## config.mk

```make
export PLATFORM = sky130hd
export DESIGN_NAME = ref_timer
export DESIGN_NICKNAME = d
export VERILOG_FILES = /design/src/rtl/ref_timer_pkg.sv /design/src/rtl/rt_regs.sv /design/src/rtl/rt_prescaler.sv /design/src/rtl/rt_counter.sv /design/src/rtl/ref_timer.sv
export SDC_FILE = /design/constraint.sdc
export NUM_CORES = 1
export LEC_CHECK = 0
export BUFFER_PORTS_ARGS = -buffer_cell sky130_fd_sc_hd__buf_2
export CORE_MARGIN = 2
export CORE_UTILIZATION = 54
export DETAILED_ROUTE_END_ITERATION = 6
export PLACE_DENSITY = 0.85
export SETUP_SLACK_MARGIN = 0.3
export SLEW_MARGIN = 5
export SYNTH_ARGS = -nofsm -noshare
export SYNTH_HDL_FRONTEND = slang
export SYNTH_SLANG_ARGS = --single-unit
```

## constraint.sdc

```tcl
create_clock -name clk_i -period 3.35 [get_ports clk_i]
set_input_delay 0.1675 -clock clk_i [delete_from_list [all_inputs] [get_ports clk_i]]
set_output_delay 0.1675 -clock clk_i [all_outputs]
set_load 0.01 [all_outputs]
```

## src/rtl/ref_timer_pkg.sv

```systemverilog
package ref_timer_pkg;
  localparam int OFF_MODE = 0;
  localparam int OFF_REF  = 4;
  localparam int OFF_CNT  = 8;
  localparam int OFF_EVT  = 12;

  localparam int MB_RUN     = 0;
  localparam int MB_SRC     = 1;
  localparam int MB_RESTART = 3;
  localparam int MB_IE      = 4;
  localparam int MB_PRE     = 8;

  typedef enum logic [1:0] {
    SRC_STOP = 2'd0,
    SRC_SYS  = 2'd1,
    SRC_SLOW = 2'd2,
    SRC_RSVD = 2'd3
  } src_e;
endpackage

```

## src/rtl/rt_regs.sv

```systemverilog
module rt_regs
  import ref_timer_pkg::*;
#(
  parameter int DATA_W = 16,
  parameter int ADDR_W = 5
) (
  input  logic              clk_i,
  input  logic              rst_ni,
  input  logic              wr_i,
  input  logic [ADDR_W-1:0] addr_i,
  input  logic [DATA_W-1:0] wdata_i,
  input  logic [DATA_W-1:0] cnt_i,
  input  logic              evt_i,
  output logic [DATA_W-1:0] mode_o,
  output logic [DATA_W-1:0] ref_o,
  output logic [DATA_W-1:0] rdata_o,
  output logic              mode_wr_o,
  output logic              cnt_wr_o,
  output logic              evt_clr_o,
  output logic              soft_rst_o
);
  logic sel_mode, sel_ref, sel_cnt, sel_evt;

  assign sel_mode = addr_i == ADDR_W'(OFF_MODE);
  assign sel_ref  = addr_i == ADDR_W'(OFF_REF);
  assign sel_cnt  = addr_i == ADDR_W'(OFF_CNT);
  assign sel_evt  = addr_i == ADDR_W'(OFF_EVT);

  assign mode_wr_o  = wr_i && sel_mode;
  assign cnt_wr_o   = wr_i && sel_cnt;
  assign evt_clr_o  = wr_i && sel_evt && wdata_i[0];
  // run bit falling under software control
  assign soft_rst_o = mode_wr_o && mode_o[MB_RUN] && !wdata_i[MB_RUN];

  always_ff @(posedge clk_i or negedge rst_ni) begin
    if (!rst_ni) begin
      mode_o <= '0;
      ref_o  <= '1;
    end else begin
      if (mode_wr_o) mode_o <= wdata_i;
      if (soft_rst_o) ref_o <= '1;
      else if (wr_i && sel_ref) ref_o <= wdata_i;
    end
  end

  always_comb begin
    rdata_o = '0;
    if (sel_mode) rdata_o = mode_o;
    if (sel_ref)  rdata_o = ref_o;
    if (sel_cnt)  rdata_o = cnt_i;
    if (sel_evt)  rdata_o = {{(DATA_W-1){1'b0}}, evt_i};
  end
endmodule

```

## src/rtl/rt_prescaler.sv

```systemverilog
module rt_prescaler
  import ref_timer_pkg::*;
#(
  parameter int PRE_W     = 8,
  parameter int SLOW_LOG2 = 4
) (
  input  logic             clk_i,
  input  logic             rst_ni,
  input  logic             run_i,
  input  src_e             src_i,
  input  logic [PRE_W-1:0] pre_i,
  input  logic             clr_i,
  output logic             tick_o
);
  logic             active, slow_pulse, src_pulse;
  logic [PRE_W-1:0] pre_q;

  assign active = run_i && (src_i == SRC_SYS || src_i == SRC_SLOW);

  generate
    if (SLOW_LOG2 > 0) begin : g_slow
      logic [SLOW_LOG2-1:0] div_q;
      always_ff @(posedge clk_i or negedge rst_ni) begin
        if (!rst_ni) div_q <= '0;
        else if (!active || clr_i) div_q <= '0;
        else div_q <= div_q + 1'b1;
      end
      assign slow_pulse = &div_q;
    end else begin : g_noslow
      assign slow_pulse = 1'b1;
    end
  endgenerate

  assign src_pulse = (src_i == SRC_SLOW) ? slow_pulse : 1'b1;
  assign tick_o    = active && src_pulse && (pre_q == pre_i);

  always_ff @(posedge clk_i or negedge rst_ni) begin
    if (!rst_ni) pre_q <= '0;
    else if (!active || clr_i) pre_q <= '0;
    else if (src_pulse) pre_q <= (pre_q == pre_i) ? '0 : pre_q + 1'b1;
  end
endmodule

```

## src/rtl/rt_counter.sv

```systemverilog
module rt_counter #(
  parameter int CNT_W = 16
) (
  input  logic             clk_i,
  input  logic             rst_ni,
  input  logic             tick_i,
  input  logic [CNT_W-1:0] ref_i,
  input  logic             restart_i,
  input  logic             soft_rst_i,
  input  logic             load_i,
  input  logic [CNT_W-1:0] load_val_i,
  input  logic             evt_clr_i,
  output logic [CNT_W-1:0] cnt_o,
  output logic             evt_o
);
  logic match;
  assign match = cnt_o == ref_i;

  always_ff @(posedge clk_i or negedge rst_ni) begin
    if (!rst_ni) begin
      cnt_o <= '0;
      evt_o <= 1'b0;
    end else begin
      if (soft_rst_i) cnt_o <= '0;
      else if (load_i) cnt_o <= load_val_i;
      else if (tick_i) cnt_o <= (match && restart_i) ? '0 : cnt_o + 1'b1;

      // a new match wins over a clear in the same cycle
      if (soft_rst_i) evt_o <= 1'b0;
      else if (tick_i && match) evt_o <= 1'b1;
      else if (evt_clr_i) evt_o <= 1'b0;
    end
  end
endmodule

```

## src/rtl/ref_timer.sv

```systemverilog
module ref_timer
  import ref_timer_pkg::*;
#(
  parameter int CNT_W     = 16,
  parameter int PRE_W     = 8,
  parameter int SLOW_LOG2 = 4,
  parameter int ADDR_W    = 5
) (
  input  logic              clk_i,
  input  logic              rst_ni,
  input  logic              wr_i,
  input  logic [ADDR_W-1:0] addr_i,
  input  logic [CNT_W-1:0]  wdata_i,
  output logic [CNT_W-1:0]  rdata_o,
  output logic              irq_o
);
  logic [CNT_W-1:0] mode_q, ref_q, cnt_q;
  logic             evt_q, tick;
  logic             mode_wr, cnt_wr, evt_clr, soft_rst;
  src_e             src;

  assign src = src_e'(mode_q[MB_SRC +: 2]);

  rt_regs #(.DATA_W(CNT_W), .ADDR_W(ADDR_W)) i_regs (
    .clk_i, .rst_ni, .wr_i, .addr_i, .wdata_i,
    .cnt_i(cnt_q), .evt_i(evt_q),
    .mode_o(mode_q), .ref_o(ref_q), .rdata_o,
    .mode_wr_o(mode_wr), .cnt_wr_o(cnt_wr), .evt_clr_o(evt_clr), .soft_rst_o(soft_rst)
  );

  rt_prescaler #(.PRE_W(PRE_W), .SLOW_LOG2(SLOW_LOG2)) i_pre (
    .clk_i, .rst_ni,
    .run_i(mode_q[MB_RUN]), .src_i(src), .pre_i(mode_q[MB_PRE +: PRE_W]),
    .clr_i(mode_wr), .tick_o(tick)
  );

  rt_counter #(.CNT_W(CNT_W)) i_cnt (
    .clk_i, .rst_ni, .tick_i(tick), .ref_i(ref_q),
    .restart_i(mode_q[MB_RESTART]), .soft_rst_i(soft_rst),
    .load_i(cnt_wr), .load_val_i(wdata_i), .evt_clr_i(evt_clr),
    .cnt_o(cnt_q), .evt_o(evt_q)
  );

  assign irq_o = mode_q[MB_IE] && evt_q;
endmodule

```

==> Word level (Yosys, flattened, before mapping) <==
Index checks and enable logic that the tools add are counted.
{ "word_totals": {"elab_cells": 57, "regBits": 61, "output_inout_bits": 17} }
{ "classes": {"n_reduce_logical": 23, "n_addsub": 3, "eq_ne": 7, "mux": 18} }
{ "ops": {"columns": ["cell", "count"], "rows": [
  ["2-to-1 mux 16 bit", 10],
  ["2-to-1 mux 8 bit", 3],
  ["adder 16 x 1 -> 16 bit, second input constant", 1],
  ["== test 16 bit", 1],
  ["logical AND 1 bit", 13],
  ["== test 5 x 4 -> 1 bit, second input constant", 2],
  ["adder 8 x 1 -> 8 bit, second input constant", 1],
  ["== test 8 bit", 1],
  ["nonzero test 3 bit", 2],
  ["== test 5 x 3 -> 1 bit, second input constant", 1],
  ["zero test 5 bit", 1],
  ["adder 4 x 1 -> 4 bit, second input constant", 1],
  ["2-to-1 mux 1 bit", 4],
  ["2-to-1 mux 4 bit", 1],
  ["AND reduction 4 bit", 1],
  ["nonzero test 2 bit", 2],
  ["== test 2 x 1 -> 1 bit, second input constant", 1],
  ["== test 2 bit, second input constant", 1],
  ["zero test 1 bit", 2],
  ["logical OR 1 bit", 2]
]} }

==> Depth between registers and ports, before layout <==
Gate-level depths: netlist of run 1.
{ "depth": {"word_depth": 8, "mapped_depth": 9, "mapped_depth_nobuf": 8} }

==> By module <==
A second synthesis of run 1 with hierarchy kept.
{ "hier_totals": {"hier_cells": 425, "area_unflattened_um2": 3923.8} }
{ "modules_own_cells": {"columns": ["mod", "cells_per_inst", "area_per_inst_um2", "seq_area_each_um2", "instances"], "rows": [
  ["rt_regs", 207, 1959.4, 820.8, 1],
  ["rt_counter", 145, 1248.7, 425.4, 1],
  ["rt_prescaler", 72, 709.4, 300.3, 1],
  ["ref_timer", 1, 6.3, 0.0, 1]
]} }

==> Least setup slack after synthesis of run 1 <==
No wires, ideal clock.
{ "synth_path": {"path_kind": "reg2reg", "start": "register i_regs.ref_o[12]", "end": "register i_cnt.cnt_o[3]", "path_buffers": 1, "required_ps": 3224, "slack_ps": 1563, "path_stages_with_launch": 8, "setup_time_ps": 126, "arrival_time_ps": 1661, "cell_sequence": "dfstp_2 > xnor2_2 > nand4_1 > nor4_2 > a21oi_2 > buf_6 > a32oi_1 > o21ai_1"} }
{ "synth_via": {"elab_chain_len": 6} }
{ "synth_lines": {"columns": ["item", "line", "source"], "rows": [
  ["start, declared", "rt_regs.sv:15", "output logic [DATA_W-1:0] ref_o,"],
  ["start signal, assigned", "rt_regs.sv:42", "else if (wr_i && sel_ref) ref_o <= wdata_i;"],
  ["== test 16 bit", "rt_counter.sv:17", "assign match = cnt_o == ref_i;"],
  ["logical AND 1 bit", "rt_counter.sv:26", "else if (tick_i) cnt_o <= (match && restart_i) ? '0 : cnt_o + 1'b1;"],
  ["2-to-1 mux 16 bit (2 in a row)", "rt_counter.sv:26", null],
  ["2-to-1 mux 16 bit", "rt_counter.sv:25", "else if (load_i) cnt_o <= load_val_i;"],
  ["2-to-1 mux 16 bit", "rt_counter.sv:24", "if (soft_rst_i) cnt_o <= '0;"],
  ["end signal, assigned", "rt_counter.sv:25", null],
  ["end signal, assigned", "rt_counter.sv:26", null],
  ["end, declared", "rt_counter.sv:13", "output logic [CNT_W-1:0] cnt_o,"]
]} }
No other way between the ends. The select of a mux whose other input is x is not followed.
A chain may end at the register's enable or synchronous reset.

==> Worst setup path in the final report of run 1 <==
{ "layout_path": {"start": "register i_pre.pre_q[2]", "end": "register i_cnt.cnt_o[14]"} }
{ "layout_via": {"elab_chain_len": 3} }
{ "layout_lines": {"columns": ["item", "line", "source"], "rows": [
  ["start, declared", "rt_prescaler.sv:16", "logic [PRE_W-1:0] pre_q;"],
  ["start signal, assigned", "rt_prescaler.sv:40", "else if (src_pulse) pre_q <= (pre_q == pre_i) ? '0 : pre_q + 1'b1;"],
  ["== test 8 bit", "rt_prescaler.sv:35", "assign tick_o = active && src_pulse && (pre_q == pre_i);"],
  ["logical AND 1 bit", "rt_prescaler.sv:35", null],
  ["nonzero test 3 bit (no line)", null, null]
]} }
No other way between the ends.

==> flow_summary.json, run 1 <==
{
  "status": "finished, final reports clean",
  "yosysSeqAreaShare": 0.420,
  "avgViaCountPerCell": 6.27,
  "cp_data_arrival_time_ns": 2.70,
  "synth_flop_cell": "dfrtp_1",
  "antenna_cells": 0,
  "drt_iter0_markers": 236,
  "synth_most_common_cell": "nand2_1",
  "ff_latch_area_sq_mm": 0.00155,
  "yosys.area_share.xor_xnor": 0.0686,
  "cp_max_fo": 11,
  "ys_ff_latch": 61,
  "p_clk_frac": 0.281,
  "synth_top_family_by_area": "simple AND/OR/NAND/NOR gates",
  "first_global_vias": 3234,
  "p_switching_mw": 0.680,
  "p_seq_frac": 0.496,
  "pin_count": 41,
  "cp-start-kind": "register",
  "fin_skew_ns": 0.0132,
  "avgSynthCellArea_sq_um": 9.12,
  "post-route-period-util": 0.722,
  "drv_cap": 0,
  "area_growth_pct": 9.75,
  "drt-pass1-iter-count": 5,
  "synth_top_cell_by_area": "dfrtp_1",
  "synth_edf_count": 0,
  "grt_pass1_wl_um": 16200,
  "via_count": 3268,
  "layout.nets": 464,
  "slew_headroom": 0.490,
  "antenna_found_initial": 0,
  "cp.required_ns": 3.63,
  "clock_latency_ns": 0.35,
  "dpl.cell_count": 504,
  "max_stage_delay_ns": 0.52,
  "min_period_ns": 2.42,
  "synth_area_leaders": "dfrtp_1 31%, dfstp_2 11%, nand2_1 7.3%, mux2_2 5.5%, xnor2_1 4.3%",
  "grt_overflow": 0,
  "drc": 0,
  "synthCells": 404,
  "wl_um": 9810,
  "die_y_um": 86.6,
  "fp.dieArea_sq_mm": 0.00750,
  "intPower_mw": 1.41,
  "worstSetupEndpointType": "register",
  "start_util": 0.551,
  "p_sw_frac": 0.326,
  "fmax_ghz": 0.413,
  "cts_resized": 0,
  "synth-compound-area-share": 0.154,
  "synth_area_sq_mm": 0.00368,
  "drv_slew": 0,
  "dp_hpwl_um": 6910,
  "yosysTopAreaCellShare": 0.306,
  "final_cell_count_no_fill": 521,
  "p_leak_nw": 1.77,
  "rsz0062_at_grt": "false",
  "pwr_density_cell_mw_per_mm2": 517,
  "worstSetupPathType": "register to register",
  "final_hold_viol_count": 0,
  "routedWlPerCell_um": 18.8,
  "fp-row-count": 30,
  "cp_slowest_cell": "nand3_1",
  "dieWidth_um": 86.6,
  "hp-class": "input pin to register",
  "numCtsBuffers": 9,
  "netlist_top_cells_count": "72 x nand2_1, 45 x dfrtp_1, 31 x nand3_1",
  "p_comb_frac": 0.222,
  "tritoncts": "yes",
  "yosys.area_share.simple": 0.232,
  "peakVddDrop_mv": 0.224,
  "multi_input_area_sq_mm": 0.00193,
  "cts_sinks": 61,
  "fillers": 568,
  "yosys.area_share.adder": 0.0136,
  "path_cells": "xor2_1, nor4_1, nand3_1, o41ai_1, a22o_1",
  "tightest_slew_ns": 0.766,
  "synthDistinctLibCells": 53,
  "gp_congestion": 0.900,
  "root_buffer": "clkbuf_8",
  "clockBufferDepth": 2,
  "h-tree-depth": 3,
  "io_buffers": 40,
  "synth_warnings": 0,
  "grt_usage": 0.283,
  "tns_ns": 0,
  "setup_viol": 0,
  "synth.area.mux_share": 0.0550,
  "synth.net_count": 432,
  "grt_max_degree": 62,
  "clk_pin_slew_ns": 0.07,
  "core_area_sq_mm": 0.00668,
  "layout-drive-gt1-share": 0.245,
  "postRouteAntennaNets": 0,
  "hold_ws_ns": 0.0627,
  "async_flop_share": 1.00
}
[power groups by stage]
stage / clock network [mW] / logic (mW) / registers (mW)
3_5_place_dp: 0 / 0.457 / 1.04
3_3_place_gp: 0 / 0.443 / 1.04
4_1_cts: 0.596 / 0.461 / 1.03
5_1_grt: 0.638 / 0.517 / 1.05
2_1_floorplan: 0 / 0.356 / 0.989
6_report: 0.588 / 0.465 / 1.04
[placed cells by master, fill, tap and decap left out, drive strengths merged]
master,count
nand2,72
buf,46
dfrtp,45
nand3,31
o21ai,29
a22oi,20
xnor2,19
mux2,18
nor2,17
a21oi,17
dfstp,16
clkbuf,14
inv,11
xor2,9
and3,8
nor3,8
nand4,7
a32oi,5
and2,5
o221ai,5
nor4,5
a22o,4
or3b,4
ha,4
nand2b,3
nor2b,2
a31oi,2
o22ai,2
clkinv,2
or2,2
nor3b,2
nand4b,1
and4,1
o211ai,1
nand3b,1
o41ai,1
a21boi,1
dlygate4sd3,1
[cell families after synthesis]
family	Yosys count
and+or+nand+nor	169
AOI/OAI and AO/OA	87
DFF	61
buffers and inverters	37
xor gates and xnor gates	28
muxes	18
adders and majority gates	4
[area by class of cell]
class	instances	share of cell area
Sequential cell	61	0.383
Multi-Input combinational cell	306	0.477
Tap cell	80	0.0248
Timing Repair Buffer	47	0.0631
Clock buffer	14	0.0402
Inverter	11	0.0102
Clock inverter	2	0.00248
[metrics by stage]
stage                     setup WS [ns]  power [mW]   util  area, sq um
after floorplan                    1.56        1.34      -         3680
after global placement             1.05        1.48  0.578         3860
after detailed placement           1.02        1.50  0.578         3860
after CTS                          1.00        2.09  0.605         4040
after global routing              0.789        2.21  0.605         4040
final                             0.930        2.09  0.605         4040
[timing repair]
| item | in CTS | in global routing |
|---|---|---|
| buffers inserted | 0 | 0 |
| endpoints found under the hold margin | 7 | 0 |
| endpoints found under the setup margin | 0 | 0 |
| hold buffers | 1 | 0 |
[worst max-delay path: cells and delay by family (launching register included)]
family / cells / cell delay, ns
compound gates: 2 / 0.71
xor+xnor: 1 / 0.18
flops: 1 / 0.43
simple gates: 2 / 1.03
[flip-flops by register name, summed over array words and instances (netlist names)]
| signal | cells |
|---|---|
| i_cnt.evt_o | 1 |
| i_regs.mode_o | 16 |
| i_cnt.cnt_o | 16 |
| i_regs.ref_o | 16 |
| i_pre.pre_q | 8 |
| i_pre.g_slow.div_q | 4 |
[path summary, 6_finish.rpt]
kind,slack (ns),cells past startpoint,endpoint,from
setup / recovery,0.93,5,i_cnt.cnt_o[14],i_pre.pre_q[2]
hold / removal,0.06,3,i_regs.ref_o[12],wdata_i[12]
setup reg to reg,0.93,5,i_cnt.cnt_o[14],i_pre.pre_q[2]
hold reg to reg,0.47,1,i_pre.g_slow.div_q[0],i_pre.g_slow.div_q[0]
max in group asynchronous,2.32,3,i_regs.mode_o[5],rst_ni
min in group asynchronous,0.52,3,i_pre.pre_q[6],rst_ni
[routing by layer]
layer / part of all wire / up-vias / wire, um / track usage
met5: 0 / - / 0 / 0
met1: 0.43 / 1572 / 4190 / 0.383
met3: 0.088 / 29 / 864 / 0.0857
met4: 0.029 / 0 / 286 / 0.118
li1: - / 1504 / - / -
met2: 0.45 / 163 / 4460 / 0.422
Power figures use the tool's default switching activity.
==> run 2: changes to the inputs <==
--- a/config.mk
+++ b/config.mk
@@ -5,6 +5,7 @@
 export SDC_FILE = /design/constraint.sdc
 export NUM_CORES = 1
 export LEC_CHECK = 0
+export ABC_AREA = 1
 export BUFFER_PORTS_ARGS = -buffer_cell sky130_fd_sc_hd__buf_2
 export CORE_MARGIN = 2
 export CORE_UTILIZATION = 54
==> constraint.sdc (replaced) <==
create_clock -name clk_i -period 2.49 [get_ports clk_i]
set_input_delay 0.1245 -clock clk_i [delete_from_list [all_inputs] [get_ports clk_i]]
set_output_delay 0.1245 -clock clk_i [all_outputs]
set_load 0.01 [all_outputs]
==> run 2 against run 1 <==
  * Cell count grew 34%
  * Synthesized cell count grew 37%
  * Area after synthesis grew 4.7%
  * Clock power grew 48%
  * Fmax grew 20%
  * Non-clock buffer count grew 3
  * Highest routed layer unchanged
  * Sequential share of layout area shrank 3.0 points
  * Hold slack lost 0.032 ns
  * Largest cell class unchanged
  * First-iteration DRC count grew 53%
  * Critical endpoint is now i_cnt.cnt_o[15]
==> flow_summary.json, run 2 <==
{
  "worstSetupEndpointType": "register",
  "drt_iter0_markers": 361,
  "via_count": 3879,
  "grt_pass1_wl_um": 17400,
  "clk_pin_slew_ns": 0.07,
  "avgViaCountPerCell": 5.55,
  "synth_top_cell_by_area": "dfrtp_1",
  "p_leak_nw": 2.25,
  "gp_congestion": 0.951,
  "synth.net_count": 583,
  "status": "finished, final reports clean",
  "layout-drive-gt1-share": 0.158,
  "routedWlPerCell_um": 15.0,
  "dp_hpwl_um": 7640,
  "tritoncts": "yes",
  "yosys.area_share.adder": 0.0130,
  "core_area_sq_mm": 0.00687,
  "drv_cap": 0,
  "pin_count": 41,
  "setup_viol": 0,
  "hold-path-endpoint": "i_regs.mode_o[14]",
  "area_growth_pct": 13.7,
  "io_buffers": 40,
  "grt_overflow": 0,
  "h-tree-depth": 3,
  "cp.required_ns": 2.77,
  "drc": 0,
  "fp.dieArea_sq_mm": 0.00783,
  "netlist_top_cells_count": "222 x nand2_1, 56 x inv_1, 45 x dfrtp_1",
  "holdCritStartpoint": "wdata_i[14]",
  "synth_most_common_cell": "nand2_1",
  "synth_area_leaders": "dfrtp_1 29%, nand2_1 22%, dfstp_2 11%, inv_1 5.5%, nand3_1 4.5%",
  "cp_data_arrival_time_ns": 2.30,
  "hold_ws_ns": 0.0310,
  "post-route-period-util": 0.811,
  "final_common_cell": "nand2_1",
  "r2r-start": "i_pre.g_slow.div_q[0]",
  "synthCells": 555,
  "tightest_slew_ns": 0.705,
  "grt_usage": 0.290,
  "postRouteAntennaNets": 0,
  "multi_input_area_sq_mm": 0.00202,
  "synth_edf_count": 0,
  "drt-pass1-iter-count": 5,
  "antenna_found_initial": 0,
  "rr_worst_depth": 10,
  "avgSynthCellArea_sq_um": 6.95,
  "hp-class": "input pin to register",
  "layout.nets": 626,
  "synth_flop_cell": "dfrtp_1",
  "drv_slew": 0,
  "r2r_end": "i_cnt.cnt_o[15]",
  "fp-row-count": 30,
  "worstSetupPathType": "register to register",
  "synth-compound-area-share": 0.101,
  "cts_sinks": 61,
  "numCtsBuffers": 9,
  "synth_top_family_by_area": "simple AND/OR/NAND/NOR gates",
  "post_cts_buffers": 0,
  "tns_ns": 0,
  "synth.area.mux_share": 0,
  "final_hold_viol_count": 0,
  "final_cell_mix": "222 x nand2_1, 56 x inv_1, 45 x dfrtp_1",
  "synthDistinctLibCells": 33,
  "fin_skew_ns": 0.0102,
  "rsz0062_at_grt": "false",
  "ff_latch_area_sq_mm": 0.00155,
  "root_buffer": "clkbuf_8",
  "first_global_vias": 3532,
  "min_path_cells": 3,
  "cp_max_fo": 16,
  "dieWidth_um": 88.5,
  "grt_max_degree": 28,
  "reg2reg_setup_slack_ns": 0.47,
  "antenna_cells": 0,
  "wl_um": 10500,
  "fillers": 609,
  "synth_area_sq_mm": 0.00386,
  "yosysSeqAreaShare": 0.401,
  "clock_latency_ns": 0.34,
  "die_y_um": 88.5,
  "clockBufferDepth": 2,
  "ys_ff_latch": 61,
  "min_period_ns": 2.02,
  "slew_headroom": 0.530,
  "start_util": 0.561,
  "yosys.area_share.simple": 0.358,
  "cp-start-kind": "register",
  "pwr_density_cell_mw_per_mm2": 843,
  "fmax_ghz": 0.495,
  "synth_warnings": 0,
  "async_flop_share": 1.00,
  "yosys.area_share.xor_xnor": 0.0477,
  "peakVddDrop_mv": 0.594,
  "yosysTopAreaCellShare": 0.292,
  "largestRegisters": "i_cnt.cnt_o x16, i_regs.mode_o x16, i_regs.ref_o x16"
}
[run 2: changes by cell type after synthesis, sizes merged, moves of 9 or more]
cell	delta
xnor2	-10
a22oi	-20
mux2	-18
inv	+49
o221ai	+10
nand2	+150
nand4	+9
nor2	+27
[run 2: logic make-up (layout without fill, tap and decap cells)]
logic type | after synthesis | count (layout)
adders and majority gates | 4 | 4
and+or+nand+nor | 327 | 327
DFF | 61 | 61
xor gates and xnor gates | 21 | 21
buffers and inverters | 78 | 126
AOI/OAI and AO/OA | 64 | 64
[run 2: cell type report]
type	instances	share of cell area
multi-input cells	416	0.461
clock inverters	6	0.0146
flip-flops and latches	61	0.353
clock buffers	10	0.0291
well taps	96	0.0274
inverters	60	0.0514
repair buffers	50	0.0634
[run 2: critical path: stages, from the launching register on]
cell and delay, ns:
dfrtp_1 0.40, ha_1 0.22, nand3_1 0.07, nand2_1 0.05, inv_1 0.11, nor2_1 0.06
nand3_1 0.19, nand2_1 0.10, nor2_2 0.50, nand2_1 0.14, nand2_1 0.11
[run 2: how the worst max path moves through the flow]
stage,start,end,cells past startpoint
floorplan,i_regs.ref_o[2],i_cnt.cnt_o[0],12
global placement,i_cnt.cnt_o[11],i_cnt.cnt_o[8],11
detailed placement,i_cnt.cnt_o[11],i_cnt.cnt_o[12],11
CTS,i_cnt.cnt_o[11],i_cnt.cnt_o[12],11
global route,i_pre.g_slow.div_q[0],i_cnt.cnt_o[5],10
finish,i_pre.g_slow.div_q[0],i_cnt.cnt_o[15],10
[run 2: power by group]
group          internal [mW]  total [mW]  leakage (nW)  switching [mW]
combinational          0.459        1.19          1.39           0.729
clock                  0.460       0.871        0.0923           0.411
sequential              1.31        1.64         0.765           0.327
total                   2.23        3.70          2.25            1.47
[run 2: per-layer routing]
layer  up-vias  GRT usage  part of all wire
met5         -          0                 0
met4         0      0.117             0.022
met3        23     0.0392             0.073
met2       163      0.445              0.47
met1      1832      0.416              0.44
li1       1861          -                 -
[run 2: timing repair]
| action | 4_1_cts | 5_1_grt |
|---|---|---|
| gates resized for setup | 0 | 3 |
| endpoints found under the hold margin | 11 | 0 |
| setup endpoints to repair | 0 | 16 |
| hold buffers | 1 | 0 |
[run 2: through the flow]
step           cells  worst slack (ns)  utilization  total power [mW]  cell area (sq um)
5_1_grt          699             0.299        0.638              3.99               4380
3_5_place_dp     682             0.393        0.606              2.81               4160
4_1_cts          699             0.380        0.635              3.68               4360
6_report         699             0.469        0.638              3.70               4380
2_1_floorplan    555             0.841            -              2.47               3860
3_3_place_gp     682             0.460        0.606              2.75               4160
